### src/rtl/txn_seq_pkg.sv
package txn_seq_pkg;

  typedef enum logic [2:0] {
    TX_SINGLE    = 3'd0,
    TX_FP_RD     = 3'd1,
    TX_FP_WR     = 3'd2,
    TX_DESC_RD   = 3'd3,
    TX_LINE_FILL = 3'd4
  } txnKind_e;

  typedef enum logic [1:0] {
    SEQ_IDLE = 2'd0,
    SEQ_ADDR = 2'd1,
    SEQ_DATA = 2'd2
  } seqState_e;

  // strobes from control to datapath
  typedef struct packed {
    logic load;       // request accepted this clock
    logic step;       // a non-final cycle finished this clock
    logic addrPhase;  // address clock of a bus cycle
    logic active;     // a transaction is in flight
    logic frozen;     // bus hold in effect
  } seqCtl_s;

endpackage

### src/rtl/txn_seq_ctrl.sv
module txn_seq_ctrl
  import txn_seq_pkg::*;
(
  input  logic    clk,
  input  logic    rst,
  input  logic    reqValid,
  input  logic    holdReq,
  input  logic    rdy,
  input  logic    brdy,
  input  logic    lastBeat,
  output seqCtl_s ctl,
  output logic    reqReady
);

  seqState_e state, stateNext;
  logic readyTaken;

  assign reqReady   = (state == SEQ_IDLE) && !holdReq;
  assign readyTaken = (state == SEQ_DATA) && !holdReq && (rdy || brdy);

  always_comb begin
    ctl.load      = reqReady && reqValid;
    ctl.step      = readyTaken && !lastBeat;
    ctl.addrPhase = (state == SEQ_ADDR) && !holdReq;
    ctl.active    = (state != SEQ_IDLE);
    ctl.frozen    = holdReq;
  end

  always_comb begin
    stateNext = state;
    unique case (state)
      SEQ_IDLE: if (ctl.load) stateNext = SEQ_ADDR;
      SEQ_ADDR: if (!holdReq) stateNext = SEQ_DATA;
      SEQ_DATA: if (readyTaken) stateNext = lastBeat ? SEQ_IDLE : SEQ_ADDR;
      default:  stateNext = SEQ_IDLE;
    endcase
  end

  always_ff @(posedge clk) begin
    if (rst) state <= SEQ_IDLE;
    else     state <= stateNext;
  end


  addr_one_clock_chk: assert property (@(posedge clk) disable iff (rst)
    (state == SEQ_ADDR && !holdReq) |=> (state == SEQ_DATA));


  hold_freeze_chk: assert property (@(posedge clk) disable iff (rst)
    holdReq |=> (state == $past(state)));


  busy_no_accept_chk: assert property (@(posedge clk) disable iff (rst)
    (state != SEQ_IDLE) |-> !reqReady);

endmodule

### src/rtl/txn_seq_path.sv
module txn_seq_path
  import txn_seq_pkg::*;
#(
  parameter int WIDE_BEATS = 2,
  parameter int FILL_BEATS = 4
) (
  input  logic       clk,
  input  logic       rst,
  input  seqCtl_s    ctl,
  input  logic [2:0] reqType,
  input  logic [1:0] busSize,
  input  logic       cacheOk,
  output logic       lastBeat,
  output logic       addrStrobe,
  output logic       lockN,
  output logic       lastN,
  output logic       outEn
);

  localparam int MAX_BEATS = FILL_BEATS * 4;
  localparam int CNT_W     = $clog2(MAX_BEATS + 1);

  logic [CNT_W-1:0] remaining, baseBeats, totalBeats;
  logic [1:0]       widthShift;
  logic             multiCyc, fpWrite, firstCyc, driveOk;

  always_comb begin
    unique case (txnKind_e'(reqType))
      TX_FP_RD, TX_FP_WR, TX_DESC_RD: baseBeats = CNT_W'(WIDE_BEATS);
      TX_LINE_FILL: baseBeats = cacheOk ? CNT_W'(FILL_BEATS) : CNT_W'(1);
      default:      baseBeats = CNT_W'(1);
    endcase
    unique case (busSize)
      2'b00:   widthShift = 2'd0;
      2'b01:   widthShift = 2'd1;
      default: widthShift = 2'd2;
    endcase
    totalBeats = baseBeats << widthShift;
  end

  always_ff @(posedge clk) begin
    if (rst) begin
      remaining <= '0;
      multiCyc  <= 1'b0;
      fpWrite   <= 1'b0;
      firstCyc  <= 1'b0;
    end else if (ctl.load) begin
      remaining <= totalBeats;
      multiCyc  <= (totalBeats > CNT_W'(1));
      fpWrite   <= (reqType == TX_FP_WR);
      firstCyc  <= 1'b1;
    end else if (ctl.step) begin
      remaining <= remaining - CNT_W'(1);
      firstCyc  <= 1'b0;
    end
  end

  assign lastBeat   = (remaining == CNT_W'(1));
  assign driveOk    = ctl.active && !ctl.frozen;
  assign addrStrobe = ctl.addrPhase;
  assign outEn      = !ctl.frozen;
  assign lastN      = !(driveOk && (lastBeat || (fpWrite && firstCyc)));
  assign lockN      = !(driveOk && multiCyc && !lastBeat);


  load_nonzero_chk: assert property (@(posedge clk) disable iff (rst)
    ctl.load |=> (remaining != '0));


  count_step_chk: assert property (@(posedge clk) disable iff (rst)
    ctl.step |=> (remaining == $past(remaining) - CNT_W'(1)));


  lock_last_inverse_chk: assert property (@(posedge clk) disable iff (rst)
    (driveOk && !(fpWrite && firstCyc)) |-> (lockN != lastN));


  hold_quiet_chk: assert property (@(posedge clk) disable iff (rst)
    ctl.frozen |-> (!outEn && lockN && lastN && !addrStrobe));


  idle_lines_chk: assert property (@(posedge clk) disable iff (rst)
    !ctl.active |-> (lockN && lastN));

endmodule

### src/rtl/txn_lock_seq.sv
module txn_lock_seq
  import txn_seq_pkg::*;
#(
  parameter int WIDE_BEATS = 2,
  parameter int FILL_BEATS = 4
) (
  input  logic       clk,
  input  logic       rst,
  input  logic       reqValid,
  input  logic [2:0] reqType,
  input  logic [1:0] busSize,
  input  logic       cacheOk,
  input  logic       rdy,
  input  logic       brdy,
  input  logic       holdReq,
  output logic       reqReady,
  output logic       addrStrobe,
  output logic       lockN,
  output logic       lastN,
  output logic       outEn
);

  seqCtl_s ctl;
  logic    lastBeat;

  txn_seq_ctrl u_ctrl (
    .clk      (clk),
    .rst      (rst),
    .reqValid (reqValid),
    .holdReq  (holdReq),
    .rdy      (rdy),
    .brdy     (brdy),
    .lastBeat (lastBeat),
    .ctl      (ctl),
    .reqReady (reqReady)
  );

  txn_seq_path #(
    .WIDE_BEATS (WIDE_BEATS),
    .FILL_BEATS (FILL_BEATS)
  ) u_path (
    .clk        (clk),
    .rst        (rst),
    .ctl        (ctl),
    .reqType    (reqType),
    .busSize    (busSize),
    .cacheOk    (cacheOk),
    .lastBeat   (lastBeat),
    .addrStrobe (addrStrobe),
    .lockN      (lockN),
    .lastN      (lastN),
    .outEn      (outEn)
  );

endmodule

### config.mk
export PLATFORM = sky130hd
export DESIGN_NAME = txn_lock_seq
export DESIGN_NICKNAME = d
export VERILOG_FILES = /design/src/rtl/txn_seq_pkg.sv /design/src/rtl/txn_seq_ctrl.sv /design/src/rtl/txn_seq_path.sv /design/src/rtl/txn_lock_seq.sv
export SDC_FILE = /design/constraint.sdc
export NUM_CORES = 1
export LEC_CHECK = 0
export ABC_AREA = 0
export BUFFER_PORTS_ARGS = -buffer_cell sky130_fd_sc_hd__buf_2
export CAP_MARGIN = 0
export CORE_MARGIN = 5
export CORE_UTILIZATION = 50
export DETAILED_ROUTE_END_ITERATION = 16
export GPL_ROUTABILITY_DRIVEN = 0
export PLACE_DENSITY = 0.75
export SETUP_SLACK_MARGIN = 0.2
export SLEW_MARGIN = 20
export SYNTH_ARGS = -nofsm -noshare
export SYNTH_HDL_FRONTEND = slang
export SYNTH_SLANG_ARGS = --single-unit
### constraint.sdc
create_clock -name clk -period 5 [get_ports clk]
set_clock_uncertainty 0.2 [all_clocks]
set_input_delay 0.25 -clock clk [delete_from_list [all_inputs] [get_ports clk]]
set_output_delay 0.25 -clock clk [all_outputs]
set_load 0.02 [all_outputs]
==> results of run 1 <==
[sequential cells by signal, summed over array words and instances, names as in the netlist]
| name | cells |
|---|---|
| u_path.firstCyc | 1 |
| u_ctrl.state | 2 |
| u_path.multiCyc | 1 |
| u_path.remaining | 5 |
| u_path.fpWrite | 1 |
[stage by stage]
stage                     instance area (um^2)  util [%]  setup WS [ps]
after floorplan                            649         -           3180
after global placement                     737      58.1           3140
after detailed placement                   737      58.1           3120
after CTS                                  773      60.9           2820
after global routing                       773      60.9           2690
final                                      773      60.9           2840
[layout by cell type (no fill, tap or decap), types with 2 or more instances in the layout]
| cell | synthesis | layout |
|---|---|---|
| sky130_fd_sc_hd__nand2_1 | 3 | 3 |
| sky130_fd_sc_hd__nor3_1 | 3 | 3 |
| sky130_fd_sc_hd__nor4b_1 | 2 | 2 |
| sky130_fd_sc_hd__inv_1 | 5 | 5 |
| sky130_fd_sc_hd__ha_1 | 2 | 2 |
| sky130_fd_sc_hd__dfxtp_1 | 10 | 10 |
| sky130_fd_sc_hd__buf_2 | 0 | 16 |
| sky130_fd_sc_hd__a21oi_1 | 8 | 8 |
| sky130_fd_sc_hd__and2_1 | 3 | 3 |
| sky130_fd_sc_hd__nand4_1 | 2 | 2 |
| sky130_fd_sc_hd__clkbuf_4 | 0 | 3 |
| sky130_fd_sc_hd__nor2_1 | 6 | 6 |
| sky130_fd_sc_hd__a211oi_1 | 2 | 2 |
| sky130_fd_sc_hd__o21ai_0 | 2 | 2 |
| sky130_fd_sc_hd__nor3b_1 | 2 | 2 |
| sky130_fd_sc_hd__o21ba_2 | 2 | 2 |
| sky130_fd_sc_hd__xnor2_1 | 2 | 2 |
[kinds of logic (layout without fill, tap and decap cells)]
logic type / count (synthesis) / in the layout / share of synthesized area, %
and+or+nand+nor: 33 / 33 / 33.3
DFF: 10 / 10 / 30.8
adders and majority gates: 2 / 2 / 3.85
AOI/OAI and AO/OA: 22 / 22 / 23.3
buffers and inverters: 8 / 25 / 4.62
xor gates and xnor gates: 3 / 3 / 4.05
[layout make-up]
cell class / instances / area share, %
Clock buffer: 4 / 4.69
Inverter: 5 / 2.43
Multi-Input combinational cell: 60 / 54.2
Sequential cell: 10 / 25.9
Tap cell: 15 / 2.43
Timing Repair Buffer: 16 / 10.4
[final timing paths]
| path | from | end | cells after the start |
|---|---|---|---|
| setup / recovery | u_path.remaining[1]$_SDFFE_PP0P_ | lastN | 6 |
| setup reg to reg | u_path.remaining[1]$_SDFFE_PP0P_ | u_path.remaining[3]$_SDFFE_PP0P_ | 6 |
| hold reg to reg | u_path.multiCyc$_SDFFE_PP0P_ | u_path.multiCyc$_SDFFE_PP0P_ | 2 |
| hold / removal | rst | u_path.multiCyc$_SDFFE_PP0P_ | 2 |
[per-layer routing]
| metal | routed length (um) | share of wire, % | global-route usage (%) | up-vias |
|---|---|---|---|---|
| met5 | 0 | 0 | 0 | - |
| met4 | 8 | 0.55 | 5.11 | 0 |
| met3 | 69 | 4.7 | 5.93 | 2 |
| met2 | 723 | 50 | 24.7 | 13 |
| met1 | 653 | 45 | 19.9 | 308 |
| li1 | - | - | - | 327 |
[where the power goes]
part | switching [W] | leakage [nW] | internal, W
Clock | 0.0000298 | 0.0210 | 0.0000443
Sequential | 0.00000466 | 0.0819 | 0.0000846
Combinational | 0.0000215 | 0.209 | 0.0000178
==> results.txt, run 1 <==
The run finished with clean final reports. The core region is between 1000 and 1500 um^2. By instance count, the leading cell after synthesis is sky130_fd_sc_hd__dfxtp_1.

The tightest hold margin is approximately 90 ps. The data required time at the worst endpoint came out at roughly 4600 ps. The data arrival time of the worst path came out at 1710 ps. The relative slew slack came out at 55.1%. The number of different library cells used by synthesis comes to 37. The maximum ir drop on the vdd rail is around 0.17 mV. The transition time at the pin with the least slew margin came out at 664 ps.

The total of flip-flops plus latches after synthesis is 10. The global-route usage over all layers came out at 15.8%. The cell row count is 13.

The number of global-route vias before repair is between 500 and 600. On the critical path, the stage with the largest delay is an instance of sky130_fd_sc_hd__nor4b_1. The commonest cells after synthesis are sky130_fd_sc_hd__dfxtp_1 (10), sky130_fd_sc_hd__a21oi_1 (8), sky130_fd_sc_hd__nor2_1 (6).

The width of the die is between 40 and 50 um. The wire-length estimate of the detail-placed layout is between 1000 and 1500 um. Buffers added to address setup during post-CTS repair amount to 0.

The post-synthesis async set-or-reset flop share came out at 0%. The total nets after synthesis is between 90 and 100. The area share of the leading cell type in the synthesized netlist is approximately 31%.

The design draws about 0.0002 W. The maximum fanout count along the critical path came out at 3. The total grt overflow came out at 0. The antenna diode count is 0. Setup repair after global routing left no endpoint under its margin. The power density over cell area came out at roughly 260 nW/um^2. The sequential area share after synthesis is approximately 31%. The post-synthesis cell count is between 70 and 80. The worst-case clock buffer depth came out at 2. The finished layout holds 110 standard cells, fillers aside. The quantity of gates resized following cts came out at 0. The number of buffers added on ports came out at 16. The area growth from synthesis to layout came out at 19.1%. After the last flow step, the layout net total stands at between 100 and 150. The post-synthesis cell area is 649 um^2. The delay of the slowest critical-path stage is about 370 ps.

The critical path contains buffers and inverters numbering 2 combined. The Yosys step of the flow raised 0 warnings. The via density per instance came out at between 5 and 6. The detailed router placed 650 vias in this run. The first-pass iteration count of the detailed router came out at 6.

In this design, the largest share of critical-path delay is due to simple AND/OR/NAND/NOR gates. The routed wirelength normalized by instance count came out at between 10 and 15 um. Registers take about 200 um^2. The synthesized design spends more area on one cell type than any other, namely sky130_fd_sc_hd__dfxtp_1. The worst setup path is launched from a flop.

Setup total negative slack on the finished layout was measured at 0 ps. In this run, post-CTS hold repair placed 0 buffers. The clock root buffer master is sky130_fd_sc_hd__clkbuf_4.

The number of antenna violations at the first check in global routing came to 0. The clock insertion delay at the later pin of the skew report is ~270 ps. The CTS H-tree depth came out at 1.

The die is between 40 and 50 um tall. The clock net in this run drives a total of 10 sinks. The first global-routing pass estimated between 2000 and 2500 um of wire.

In the post-synthesis netlist, the biggest area contributors are sky130_fd_sc_hd__dfxtp_1 (31%), sky130_fd_sc_hd__a21oi_1 (6.2%), sky130_fd_sc_hd__ha_1 (3.9%). The static leakage came out at approximately 0.31 nW. The post-detailed-route count of antenna-violating nets is 0. Max-cap violations in this run came to 0. The final hold violation count is 0.

The die area came out at around 2100 um^2. TritonCTS built the clock tree. In the finished design, the share of the clock period the worst path needs comes to between 40 and 50%. The number of max-slew violations in the final report came out at 0. The TritonCTS buffer count came out at 3.

The share of final-layout standard cells stronger than drive strength 1 came out at roughly 27%. The worst setup path is of the flop to output pin kind. The minimum clock period is 2160 ps. The number of fill cells in the layout is between 100 and 150. The signal on the critical path passes through inv_1 > ha_1 > nor4b_1 > a21oi_1 > or3_1 > buf_2. STA classifies the critical path endpoint as an output pin. The maximum number of pins on one net before global-route repair is 12. The type of the tightest min-delay check is input pin to flop. The area of the multi-input gates is 419 um^2. The number of enable-type register cells in the synthesized netlist is 0. The initial detailed-routing violation count is 11. The total of endpoints with negative setup slack in the final report is 0. The placed instance count is 106. The initial standard-cell utilization of the core came out at 51.2%. The remaining routing DRC violations came out at 0. The mean instance size in the synthesized netlist is 8.33 um^2. The clock transition at the register clock pins on the worst setup and hold paths after CTS came out at about 70 ps.

The setup slack of the worst register-to-register path is about 3100 ps. For this run, the leading register cell type out of synthesis is sky130_fd_sc_hd__dfxtp_1. In this run the count of I/O pins placed on the die edge is 17.

For this run, the top clock speed supported by timing is ~0.46 GHz. After detailed routing, the total wire length is between 1000 and 1500 um.
(Power assumes the default switching activity.)
==> run 2, diff against run 1 <==
--- a/config.mk
+++ b/config.mk
@@ -9,10 +9,10 @@
 export BUFFER_PORTS_ARGS = -buffer_cell sky130_fd_sc_hd__buf_2
 export CAP_MARGIN = 0
 export CORE_MARGIN = 5
-export CORE_UTILIZATION = 50
+export CORE_UTILIZATION = 49
 export DETAILED_ROUTE_END_ITERATION = 16
 export GPL_ROUTABILITY_DRIVEN = 0
-export PLACE_DENSITY = 0.75
+export PLACE_DENSITY = 0.74
 export SETUP_SLACK_MARGIN = 0.2
 export SLEW_MARGIN = 20
 export SYNTH_ARGS = -nofsm -noshare
==> constraint.sdc (replaced) <==
create_clock -name clk -period 2.1 [get_ports clk]
set_clock_uncertainty 0.2 [all_clocks]
set_input_delay 0.105 -clock clk [delete_from_list [all_inputs] [get_ports clk]]
set_output_delay 0.105 -clock clk [all_outputs]
set_load 0.02 [all_outputs]
==> run 2 against run 1 <==
Effect of this change: power rose to 2.6 times the previous value; combinational power rose to 3.1 times the previous value; sequential power rose by 140%; largest cell class unchanged; global-route usage rose by 4.8 points; die area rose by 1.6%; worst hold slack got worse by 29 ps; sequential share of layout area fell by 4.2 points; largest power group unchanged.
==> results.txt, run 2 (synthesized netlist as in run 1, its figures left out) <==
The number of global-route vias before repair is 670. For the worst-skew pair, the clock arrives at the later sink with an insertion delay of around 280 ps. The static leakage is approximately 0.37 nW. The number of flip-flops under the largest register name came out at 5. The area of the multi-input gates came out at ~470 um^2. The largest registers in the layout are u_path.remaining x5, u_ctrl.state x2. Once detailed placement completed, the half-perimeter wirelength came to approximately 1100 um.

Entering global routing, the biggest net connects 12 pins. The number of max-slew violations in the final report was 0. The switching component of the power came out at between 0.0001 and 0.00015 W. The maximum ir drop on the vdd rail is about 0.37 mV. The cell row count is 13.

The post-detailed-route count of antenna-violating nets is 0. Counting along the longest clock path gives a buffer depth of 2. In this run the number of H-tree levels came out at 1. For this block, the via count after detailed routing is a little under 700. The design area is approximately 930 um^2. Internal power comes to about 0.00037 W.

The total of endpoints with negative setup slack in the final report came out at 0. The layer flagged by global routing as most heavily used is met2. The initial detailed-routing violation count is 9. In the final routed layout, each cell accounts on average for 14.7 um.

The tightest min-delay check is of the input pin to flop type. In the global route stage, met2 resource usage came out at between 30% and 40%. The share of total power in sequential cells is about two fifths.

The clock transition at the register clock pins on the worst setup and hold paths after CTS is 70 ps. The clock drives 10 sinks. The core area came out at 1280 um^2. The utilization after layout is approximately 73%. The register area is approximately 200 um^2. The antenna diode count is 0. Counting instances, the worst hold path has a depth of 4. The wire length after detailed routing is 1780 um. The global-route usage over all layers is between 20% and 30%. The width of the die is approximately 46 um. The power share of the combinational group is between 20% and 30%.

The flow ran to the end, and the final reports show no timing, DRC or antenna violations. The global-route wire length before repair is around 3000 um. Compared with the post-synthesis result, the final layout area differs by 43.7%.

The share of final-layout standard cells stronger than drive strength 1 came out at between 30% and 40%. The fraction of power consumed by the clock network is between 30% and 40%. The net switching share of the total power is between 20 and 30%. For this run, the top clock speed supported by timing is ~0.53 GHz. The number of antenna violations at the first check in global routing came out at 0.

The met3 demand-to-capacity share in global routing is about 5.9%. The total grt overflow came out at 0. The number of cells on the worst reg-to-reg path came out at 5.

Setup repair after global routing could not meet its margin everywhere. The relative slew slack is between 60% and 70%. The type of destination of the critical path is an output pin. The via density per instance is approximately 5.7. The register with the most flip-flops in the final layout is u_path.remaining. STA puts the critical path data required time at 1790 ps. The number of clock buffers added by TritonCTS is 3. The number of fill cells in the layout came out at 100. The setup path with the least slack is of type flop to output pin. The tool flagged a number of max-cap violations equal to 0.

The maximum fanout count along the critical path is 3. The data arrival time of the worst path is between 1500 and 2000 ps. The CTS tree is yes. The number of nets in the finished design is about 120. Across all hold checks on the routed design, the worst slack comes to between 60 and 70 ps. Measured along the y axis, the die boundary spans 46.4 um.

The completed layout was analyzed and its total power is between 0.0005 and 0.0006 W. The remaining routing DRC violations is 0. The final critical-path share of the clock period is about nine tenths.

Leaving out fill and tap cells, the most frequent cells in the layout are sky130_fd_sc_hd__buf_2 (15), sky130_fd_sc_hd__a21oi_1 (8), sky130_fd_sc_hd__dlygate4sd3_1 (8), sky130_fd_sc_hd__dfxtp_1 (8), sky130_fd_sc_hd__nor2_1 (6). Leaving out fill and tap cells, the most frequent cell in the layout is sky130_fd_sc_hd__buf_2. The first-pass iteration count of the detailed router came out at 4. The initial standard-cell utilization of the core is 50.5%. The minimum clock period is 1870 ps. The power density over cell area is about 560 nW/um^2. The kind of start point of the critical path is a flop. The final hold violation count came to 0. The die covers ~2200 um^2.

The clock root buffer master is sky130_fd_sc_hd__clkbuf_4. The global routing usage on met1 came out at a little under a quarter. The number of buffers added on ports came out at 16. For the pin with the worst max-slew slack, the measured transition is 532 ps.

The I/O pin count is 17. The aggregate negative setup slack came out at 0 ps. The area of placed instances is about 740 um^2.
-- run 2: changes by cell type in the layout (fill, tap and decap cells not counted), moves of 2 or more --
cell and change:
sky130_fd_sc_hd__dfxtp_2 +2, sky130_fd_sc_hd__dlygate4sd3_1 +8, sky130_fd_sc_hd__buf_4 +3, sky130_fd_sc_hd__dfxtp_1 -2
-- run 2: critical path, cell delays in order, from the launching register on --
cell and delay [ps]:
sky130_fd_sc_hd__dfxtp_2 380, sky130_fd_sc_hd__ha_4 140, sky130_fd_sc_hd__nor4b_4 230, sky130_fd_sc_hd__a21oi_1 70, sky130_fd_sc_hd__or3_1 330, sky130_fd_sc_hd__buf_6 140
-- run 2: metal layers --
metal | part of all wire (%) | up-vias
met2 | 52 | 6
met3 | 2.7 | 5
li1 | - | 349
met1 | 43 | 330
met5 | 0 | -
met4 | 2.1 | 0
-- run 2: area by class of cell --
cell class / instances / share of cell area [%]
multi-input combinational: 60 / 50.1
inverter: 5 / 2.01
clock buffer: 4 / 3.89
tap: 15 / 2.01
timing repair buffer: 27 / 20.2
sequential: 10 / 21.7
-- run 2: through the flow --
stage,std cells,setup slack (ps)
finish,121,226
global route,121,127
CTS,121,187
detailed placement,106,206
global placement,106,260
floorplan,78,279
-- run 2: path summary, 6_finish.rpt --
kind,startpoint,end,slack (ps)
hold / removal,reqType[1],u_path.remaining[4]$_SDFFE_PP0P_,60
setup / recovery,u_path.remaining[0]$_SDFFE_PP0P_,lastN,230
hold reg to reg,u_path.multiCyc$_SDFFE_PP0P_,u_path.multiCyc$_SDFFE_PP0P_,260
setup reg to reg,u_path.remaining[0]$_SDFFE_PP0P_,u_path.remaining[0]$_SDFFE_PP0P_,260
-- run 2: repair_timing --
action,4_1_cts,5_1_grt
hold buffers,8,0
pin swaps,1,2
setup endpoints to repair,2,7
buffers inserted,3,0
endpoints found under the hold margin,9,0
gates resized for setup,9,4
-- run 2: power by group through the flow --
stage | logic [W] | registers [W] | clock network [W]
2_1_floorplan | 0.0000642 | 0.000214 | 0
3_3_place_gp | 0.0000914 | 0.000217 | 0
3_5_place_dp | 0.0000930 | 0.000217 | 0
4_1_cts | 0.000112 | 0.000216 | 0.000183
5_1_grt | 0.000134 | 0.000219 | 0.000195
6_report | 0.000121 | 0.000217 | 0.000181
